## config.mk

```make
export PLATFORM = sky130hd
export DESIGN_NAME = rlk_lookdown
export DESIGN_NICKNAME = d
export VERILOG_FILES = /design/src/rtl/rlk_pkg.sv /design/src/rtl/rlk_compare.sv /design/src/rtl/rlk_arith.sv /design/src/rtl/rlk_lookdown.sv
export SDC_FILE = /design/constraint.sdc
export NUM_CORES = 1
export LEC_CHECK = 0
export ABC_AREA = 1
export BUFFER_PORTS_ARGS = -buffer_cell sky130_fd_sc_hd__buf_2
export CORE_ASPECT_RATIO = 1.25
export CORE_MARGIN = 8
export CORE_UTILIZATION = 56
export CTS_CLUSTER_DIAMETER = 60
export DETAILED_ROUTE_END_ITERATION = 7
export GPL_ROUTABILITY_DRIVEN = 0
export PLACE_DENSITY = 0.79
export REMOVE_ABC_BUFFERS = 1
export SYNTH_ARGS = -nofsm -noshare
export SYNTH_HDL_FRONTEND = slang
export SYNTH_SLANG_ARGS = --single-unit
export TNS_END_PERCENT = 5
```

## constraint.sdc

```tcl
create_clock -name clk -period 6.4 [get_ports clk]
set_input_delay 1.28 -clock clk [delete_from_list [all_inputs] [get_ports clk]]
set_output_delay 1.28 -clock clk [all_outputs]
set_load 0.1 [all_outputs]
```

## src/rtl/rlk_pkg.sv

```systemverilog
// Shared types for the range lookdown unit.
package rlk_pkg;
    // Three-way placement of the target relative to the range
    typedef enum logic [1:0] {
        ST_OUT    = 2'b00,
        ST_EDGE   = 2'b01,
        ST_INSIDE = 2'b10
    } rlk_status_t;
endpackage

```

## src/rtl/rlk_compare.sv

```systemverilog
// Orders the two bounds and classifies the target against them.
// Assumes all operands are signed two's-complement values of width W.
module rlk_compare #(
    parameter int W = 32
) (
    input  logic [W-1:0]         target,
    input  logic [W-1:0]         bound_a,
    input  logic [W-1:0]         bound_b,
    output logic                 desc,
    output logic [W-1:0]         lo,
    output logic [W-1:0]         hi,
    output logic                 hit,
    output rlk_pkg::rlk_status_t status
);
    import rlk_pkg::*;

    logic on_edge;

    // Direction, ordered bounds and range membership
    always_comb begin
        desc    = $signed(bound_a) > $signed(bound_b);
        lo      = desc ? bound_b : bound_a;
        hi      = desc ? bound_a : bound_b;
        hit     = ($signed(target) >= $signed(lo)) && ($signed(target) <= $signed(hi));
        on_edge = (target == bound_a) || (target == bound_b);
    end

    // Three-way status encoding
    always_comb begin
        if (!hit)        status = ST_OUT;
        else if (on_edge) status = ST_EDGE;
        else             status = ST_INSIDE;
    end
endmodule

```

## src/rtl/rlk_arith.sv

```systemverilog
// Forms the result value: the offset position on a hit, the advanced index on a miss.
// Assumes lo/hi are the ordered bounds from rlk_compare; arithmetic wraps mod 2^W.
module rlk_arith #(
    parameter int W = 32
) (
    input  logic         desc,
    input  logic         hit,
    input  logic [W-1:0] target,
    input  logic [W-1:0] bound_a,
    input  logic [W-1:0] base_idx,
    input  logic [W-1:0] lo,
    input  logic [W-1:0] hi,
    output logic [W-1:0] value
);
    localparam logic [W-1:0] ONE = {{(W-1){1'b0}}, 1'b1};

    logic [W-1:0] offset;
    logic [W-1:0] span;

    // Select the offset by direction and the span from the ordered bounds
    always_comb begin
        offset = desc ? (bound_a - target) : (target - bound_a);
        span   = hi - lo;
        value  = hit ? (base_idx + offset) : (base_idx + span + ONE);
    end
endmodule

```

## src/rtl/rlk_lookdown.sv

```systemverilog
// Top of the bidirectional range lookdown unit. Samples one request per
// in_valid strobe and registers all results with a one-cycle out_valid pulse.
// Assumes a synchronous active-low reset; results hold between requests.
module rlk_lookdown #(
    parameter int W = 32
) (
    input  logic         clk,
    input  logic         rst_n,
    input  logic         in_valid,
    input  logic [W-1:0] target,
    input  logic [W-1:0] bound_a,
    input  logic [W-1:0] bound_b,
    input  logic [W-1:0] base_idx,
    output logic         out_valid,
    output logic         out_hit,
    output logic         out_desc,
    output logic [1:0]   out_status,
    output logic [W-1:0] out_value
);
    import rlk_pkg::*;

    logic         c_desc;
    logic         c_hit;
    logic [W-1:0] c_lo;
    logic [W-1:0] c_hi;
    logic [W-1:0] c_value;
    rlk_status_t  c_status;

    rlk_compare #(.W(W)) u_cmp (
        .target  (target),
        .bound_a (bound_a),
        .bound_b (bound_b),
        .desc    (c_desc),
        .lo      (c_lo),
        .hi      (c_hi),
        .hit     (c_hit),
        .status  (c_status)
    );

    rlk_arith #(.W(W)) u_arith (
        .desc     (c_desc),
        .hit      (c_hit),
        .target   (target),
        .bound_a  (bound_a),
        .base_idx (base_idx),
        .lo       (c_lo),
        .hi       (c_hi),
        .value    (c_value)
    );

    // Strobe register: one pulse per accepted request
    always_ff @(posedge clk) begin
        if (!rst_n) out_valid <= 1'b0;
        else        out_valid <= in_valid;
    end

    // Result registers: load on request, otherwise hold
    always_ff @(posedge clk) begin
        if (!rst_n) begin
            out_hit    <= 1'b0;
            out_desc   <= 1'b0;
            out_status <= ST_OUT;
            out_value  <= '0;
        end else if (in_valid) begin
            out_hit    <= c_hit;
            out_desc   <= c_desc;
            out_status <= c_status;
            out_value  <= c_value;
        end
    end
endmodule

```

==> summary.txt, run 1 <==
Count of state elements after synthesis - 37
Worst endpoint required time - 6590 ps
Initial cell density of the core - 0.5704
Drt total wl - 51110 um
Dpl ws - -272.7 ps
Setup Viol. Count Final - 0
Depth of the CTS H-tree - 2
Number of DRC markers in iteration 0 - 2089
Area Overhead vs Synth - 13.93%
Via count of the first global-routing pass - 15.45k
Total CTS buffers - 5
Tmin final - 6242 ps
Seq/Total Area, Yosys - 0.05636
Synth Instances - 2243
Worst Path Arrival - 6430 ps
Distinct cells, synth - 55
Fin cells - 2735
Slowest cell on crit path - a2111oi_0
Port bufs - 167
Clock latency on the worst-skew pair - 280 ps
Final Util - 0.6498
Core Area - 0.02304 mm^2
Routed Antenna Nets - 0
Grt total ovfl - 0
Total GRT Usage - 0.3428
Die height - 187.3 um
Crit Reg-Reg Startpoint - out_value[23]
Crit path launch - bound_b[23]
Post-route clock skew - 0 ps
Post-Syn Area per Cell - 5.859 um^2
Global-route wire length before repair - 79540 um
Final Hold Vio Count - 0
Max Slew Vio Count - 0
Crit share post-route - 0.9753
Crit path kind - in -> reg
Clk buf depth - 2
Initial DRT Pass Iterations - 8
Top-Level Pins - 168
Via count - 16.18k
Most used cell, CP - nand2_1
VDD IR max - 0.0001418 V
Maximum number of pins on one net before global-route repair - 75
Crit path capture type - flip-flop
Max_slew headroom - 0.3035
Startpoint types - primary input
Worst Min Path Start - out_value[0]
Drt via density - 5.917
Standard-cell rows - 62
Clock net sink count - 37
Highest Clock Rate - 160.2 MHz
TritonCTS clock tree - yes
Setup TNS - 0 ps
Final WS setup - 158.1 ps
Final HPWL DP - 43140 um
Commonest non-fill, non-tap cell in the layout - nand2_1
Power Dens Cells - 311.6 mW/mm^2
Synthesized area - 0.01314 mm^2
Layout cells sized above 1 - 0.1167
Drt drc - 0
Crit-path max FO - 17
Overall power - 4666 uW
Fill cells - 2206
Clk root buf - clkbuf_16
CTS clock-pin slew for the worst setup and hold paths - 60 ps
Die Wd - 153.0 um
RSZ-0062 raised after global routing - true
Pleak - 0.008588 uW
Most frequent cells in the layout - nand2_1, inv_1, a21oi_1, ha_1, nor2_1
Initial antenna violation count - 4
Nets - 2810
Max-Cap Viols - 0
Post-Place Cells - 2722
Full die area - 0.02866 mm^2
HP Class - reg -> reg
Status - complete, no violations
Yosys warns - 0
WL per Instance - 18.69 um
Actual slew at the worst max-slew pin - 1045 ps
Critical path's largest stage delay - 450 ps
timing repair:
action,4_1_cts,5_1_grt
endpoints found under the setup margin,0,35
resized for setup,0,40
buffers inserted,0,1
hold buffers,0,0
through the flow:
step	area [um^2]	hold slack, ps
2_1_floorplan	12940	912.0
3_3_place_gp	14670	449.0
3_5_place_dp	14670	452.4
4_1_cts	14820	460.8
5_1_grt	14960	486.7
6_report	14970	458.0
final cells by class:
type,count,area (um^2),share of cell area
Tap cell,288,360.3,0.02407
Sequential cell,37,740.7,0.04947
Timing Repair Buffer,233,1369,0.09143
Clock buffer,6,138.9,0.009276
Multi-Input combinational cell,1730,10700,0.7149
Antenna cell,5,12.51,0.0008357
Clock inverter,1,7.507,0.0005014
Inverter,435,1639,0.1095
critical path: cells and delay by family:
kind            cells  cell delay (ps)
simple gates       15             1940
xor+xnor            2              430
buf+inv             6              730
fa+ha+maj           2              670
compound gates      5             1390
worst paths after layout:
check | depth (start not counted) | slack [ps] | end
worst max-delay path | 30 | 160 | out_value[29]
worst min-delay path | 2 | 460 | out_value[0]
worst max register to register | 4 | 5710 | out_value[23]
worst min register to register | 2 | 460 | out_value[0]
kinds of logic (layout without fill, tap and decap cells):
| group | after synthesis | count (layout) | synth area share |
|---|---|---|---|
| and+or+nand+nor | 872 | 872 | 0.2755 |
| AOI/OAI and AO/OA | 507 | 507 | 0.2157 |
| buffers and inverters | 476 | 675 | 0.1396 |
| adders and majority gates | 237 | 237 | 0.2365 |
| xor gates and xnor gates | 110 | 110 | 0.07331 |
| DFF | 37 | 37 | 0.05636 |
| muxes | 4 | 4 | 0.003047 |
| other | 0 | 5 | 0 |
cells in the mapped netlist (all sizes together):
library cell / count / area, um^2
ha: 218 / 2728
nand4: 50 / 312.8
clkinv: 1 / 3.750
a221oi: 5 / 43.79
clkbuf: 24 / 90.09
o311ai: 1 / 8.760
o211ai: 10 / 80.07
o221ai: 10 / 87.58
and2: 1 / 6.260
o21bai: 4 / 30.03
a21boi: 4 / 30.03
or4: 1 / 7.510
a211oi: 8 / 60.06
o2111ai: 3 / 26.28
nor2: 182 / 683.2
a41oi: 1 / 8.760
mux2i: 4 / 40.04
a32o: 1 / 10.01
nand3: 100 / 523.0
xnor2: 43 / 376.6
a31oi: 12 / 75.07
dfxtp: 37 / 740.7
o21a: 17 / 127.6
a31o: 10 / 87.58
or2: 2 / 12.52
a2111oi: 1 / 8.760
nor4: 7 / 43.79
xor2: 67 / 586.8
fa: 19 / 380.4
buf: 17 / 111.4
nand2: 505 / 1906
a21o: 10 / 75.07
o21ai: 171 / 859.6
a22oi: 2 / 15.01
and3: 5 / 31.28
o22ai: 1 / 6.260
a21oi: 233 / 1170
o31ai: 2 / 15.01
inv: 434 / 1629
o32ai: 1 / 8.760
nor3: 19 / 95.09
flip-flops by register name, summed over array words and instances, names as in the netlist:
register,flops
out_valid,1
out_status,2
out_desc,1
out_value,32
out_hit,1
layer usage:
metal / track usage / routed length, um / vias to the layer above
met5: 0 / 0 / -
met4: 0.2136 / 3901 / 0
met3: 0.07074 / 5889 / 259
met2: 0.5573 / 22360 / 1070
met1: 0.4069 / 18960 / 7109
li1: - / - / 7744
power breakdown:
| part | total, uW | switching, uW | internal (uW) |
|---|---|---|---|
| clock | 243 | 90.8 | 152 |
| combinational | 4100 | 2770 | 1330 |
| sequential | 323 | 27.4 | 296 |
Power figures use the tool's default switching activity.
==> inputs of run 2 (changes only) <==
--- a/config.mk
+++ b/config.mk
@@ -13,8 +13,9 @@
 export CTS_CLUSTER_DIAMETER = 60
 export DETAILED_ROUTE_END_ITERATION = 7
 export GPL_ROUTABILITY_DRIVEN = 0
-export PLACE_DENSITY = 0.79
+export PLACE_DENSITY = 0.85
 export REMOVE_ABC_BUFFERS = 1
+export SLEW_MARGIN = 0
 export SYNTH_ARGS = -nofsm -noshare
 export SYNTH_HDL_FRONTEND = slang
 export SYNTH_SLANG_ARGS = --single-unit
==> run 2 against run 1 <==
Net effect:
- the flow now finishes with violations (DRC)
- first-iteration DRC count decreased by 4.5%
- non-clock buffer count decreased by 8
- count of clock-buffer cells in the layout decreased by 1
- final cell count decreased by 0.33%
- clock power increased by 17%
==> summary.txt, run 2 (same netlist as run 1, synthesis figures left out) <==
Status - finished with violations (was complete, no violations)
Failing checks - DRC
CTS resizes - 0 (unchanged)
Pleak - 0.008565 uW (was 0.008588 uW)
Fin cells - 2726 (was 2735)
Commonest non-fill, non-tap cell in the layout - nand2_1 (unchanged)
Fill cells - 2129 (was 2206)
Initial antenna violation count - 5 (was 4)
Global-route track usage on met3 - 0.06264 (was 0.07074)
RSZ-0062 raised after global routing - true (unchanged)
TritonCTS clock tree - yes (unchanged)
Max Slew Vio Count - 0 (unchanged)
Port bufs - 167 (unchanged)
Core Area - 0.02304 mm^2 (unchanged)
Max FFs per register - 32 (unchanged)
Clk buf depth - 2 (unchanged)
Clock net sink count - 37 (unchanged)
Clock latency on the worst-skew pair - 290 ps (was 280 ps)
Post-route clock skew - 0 ps (unchanged)
Crit share post-route - 0.9546 (was 0.9753)
Crit path kind - in -> reg (unchanged)
Startpoint types - primary input (unchanged)
Initial cell density of the core - 0.5704 (unchanged)
Drt total wl - 50350 um (was 51110 um)
Max_slew headroom - 0.3737 (was 0.3035)
Full die area - 0.02866 mm^2 (unchanged)
Final Hold Vio Count - 0 (unchanged)
Grt total ovfl - 0 (unchanged)
Post-Place Cells - 2714 (was 2722)
Top-Level Pins - 168 (unchanged)
Via count of the first global-routing pass - 15.54k (was 15.45k)
GR peak layer - met2 (unchanged)
Initial DRT Pass Iterations - 8 (unchanged)
Setup Viol. Count Final - 0 (unchanged)
Layout cells sized above 1 - 0.1113 (was 0.1167)
CTS clock-pin slew for the worst setup and hold paths - 60 ps (about the same)
GR Layer Usage met1 - 0.3976 (was 0.4069)
Crit path capture type - flip-flop (unchanged)
Depth of the CTS H-tree - 2 (unchanged)
Maximum number of pins on one net before global-route repair - 69 (was 75)
Largest regs - out_value: 32 flops, out_status: 2 flops (unchanged)
Final WS setup - 290.4 ps (was 158.1 ps)
Tmin final - 6110 ps (was 6242 ps)
Total GRT Usage - 0.3364 (was 0.3428)
Drt drc - 24 (was 0)
Area Overhead vs Synth - 13.43% (was 13.93%)
Max-Cap Viols - 0 (unchanged)
Worst Min Path Start - out_value[1] (was out_value[0])
Final HPWL DP - 42430 um (was 43140 um)
WL per Instance - 18.47 um (was 18.69 um)
Power Dens Cells - 313.2 mW/mm^2 (was 311.6 mW/mm^2)
Nets - 2802 (was 2810)
Most flops, register - out_value (unchanged)
GR Util met2 - 0.5347 (was 0.5573)
Highest Clock Rate - 163.7 MHz (was 160.2 MHz)
Post-CTS setup buffer count - 0 (unchanged)
Drt via density - 5.978 (was 5.917)
Die Wd - 153.0 um (unchanged)
# hold bufs at CTS - 0 (unchanged)
Routed Antenna Nets - 0 (unchanged)
Dpl ws - -79.02 ps (was -272.7 ps)
Number of DRC markers in iteration 0 - 1995 (was 2089)
Most frequent cells in the layout - nand2_1, inv_1, a21oi_1, ha_1, nor2_1 (unchanged)
Crit Reg-Reg Startpoint - out_desc (was out_value[23])
Actual slew at the worst max-slew pin - 936.6 ps (was 1045 ps)
Crit-path max FO - 65 (was 17)
Crit path launch - bound_b[21] (was bound_b[23])
HP Class - reg -> reg (unchanged)
Global-route wire length before repair - 78570 um (was 79540 um)
Standard-cell rows - 62 (unchanged)
Via count - 16.30k (was 16.18k)
Worst Path Arrival - 6300 ps (was 6430 ps)
Clk root buf - clkbuf_16 (unchanged)
Die height - 187.3 um (unchanged)
VDD IR max - 0.0001375 V (was 0.0001418 V)
Worst endpoint required time - 6590 ps (about the same)
Total CTS buffers - 5 (unchanged)
[run 2: changes by cell type in the layout (fill, tap and decap cells not counted), moves of 3 or more]
cell,before,now
o21ai_1,23,27
xor2_1,64,67
xor2_2,3,0
buf_4,63,54
o21ai_0,144,140
[run 2: final timing paths]
path | to | slack [ps] | cells past startpoint
worst min register to register | out_value[1] | 460 | 2
worst max-delay path | out_value[30] | 290 | 25
worst min-delay path | out_value[1] | 460 | 2
worst max register to register | out_desc | 5700 | 2
[run 2: power breakdown]
part | total (uW) | internal, uW | switching, uW
logic | 4060 | 1330 | 2730
clock network | 284 | 184 | 100
registers | 326 | 296 | 30.2
total | 4670 | 1810 | 2860
[run 2: per-layer routing]
layer	vias to the layer above	share of wire
li1	7720	-
met1	7210	0.38
met2	1079	0.43
met3	284	0.11
met4	4	0.086
met5	-	0.00048
[run 2: cell type report]
cell class	count	area [um^2]	share of cell area
inverters	435	1633	0.1095
clock buffers	5	125.1	0.008393
clock inverters	3	46.29	0.003106
multi-input cells	1730	10650	0.7146
flip-flops and latches	37	740.7	0.04969
diodes	3	7.507	0.0005036
well taps	288	360.3	0.02417
repair buffers	225	1341	0.08998
[run 2: stage by stage]
| stage | area (um^2) | TNS, ps | hold slack (ps) | total power [uW] | util |
|---|---|---|---|---|---|
| floorplan | 12940 | -31550 | 912.0 | 3095 | - |
| global placement | 14610 | 0 | 450.8 | 4096 | 0.6341 |
| detailed placement | 14610 | -632.3 | 454.8 | 4179 | 0.6341 |
| CTS | 14780 | 0 | 463.6 | 4483 | 0.6415 |
| global route | 14910 | -19.21 | 481.0 | 5036 | 0.6470 |
| finish | 14910 | 0 | 460.2 | 4669 | 0.6470 |
[run 2: worst max-delay path, stage by stage]
cell and delay (ps):
buf_2 100, inv_1 100, ha_1 250, a21oi_1 160
o21a_1 130, nand2_1 80, a21oi_2 270, nand2_1 110
nand2_2 100, nand3_4 140, buf_16 250, buf_16 220
o21ai_0 580, fa_1 530, inv_1 70, ha_1 320
a21oi_1 370, o21ai_0 180, a221oi_1 340, o21ai_0 180
xor2_1 190, nand2_1 90, nand2_1 50, o21ai_1 130
inv_1 40
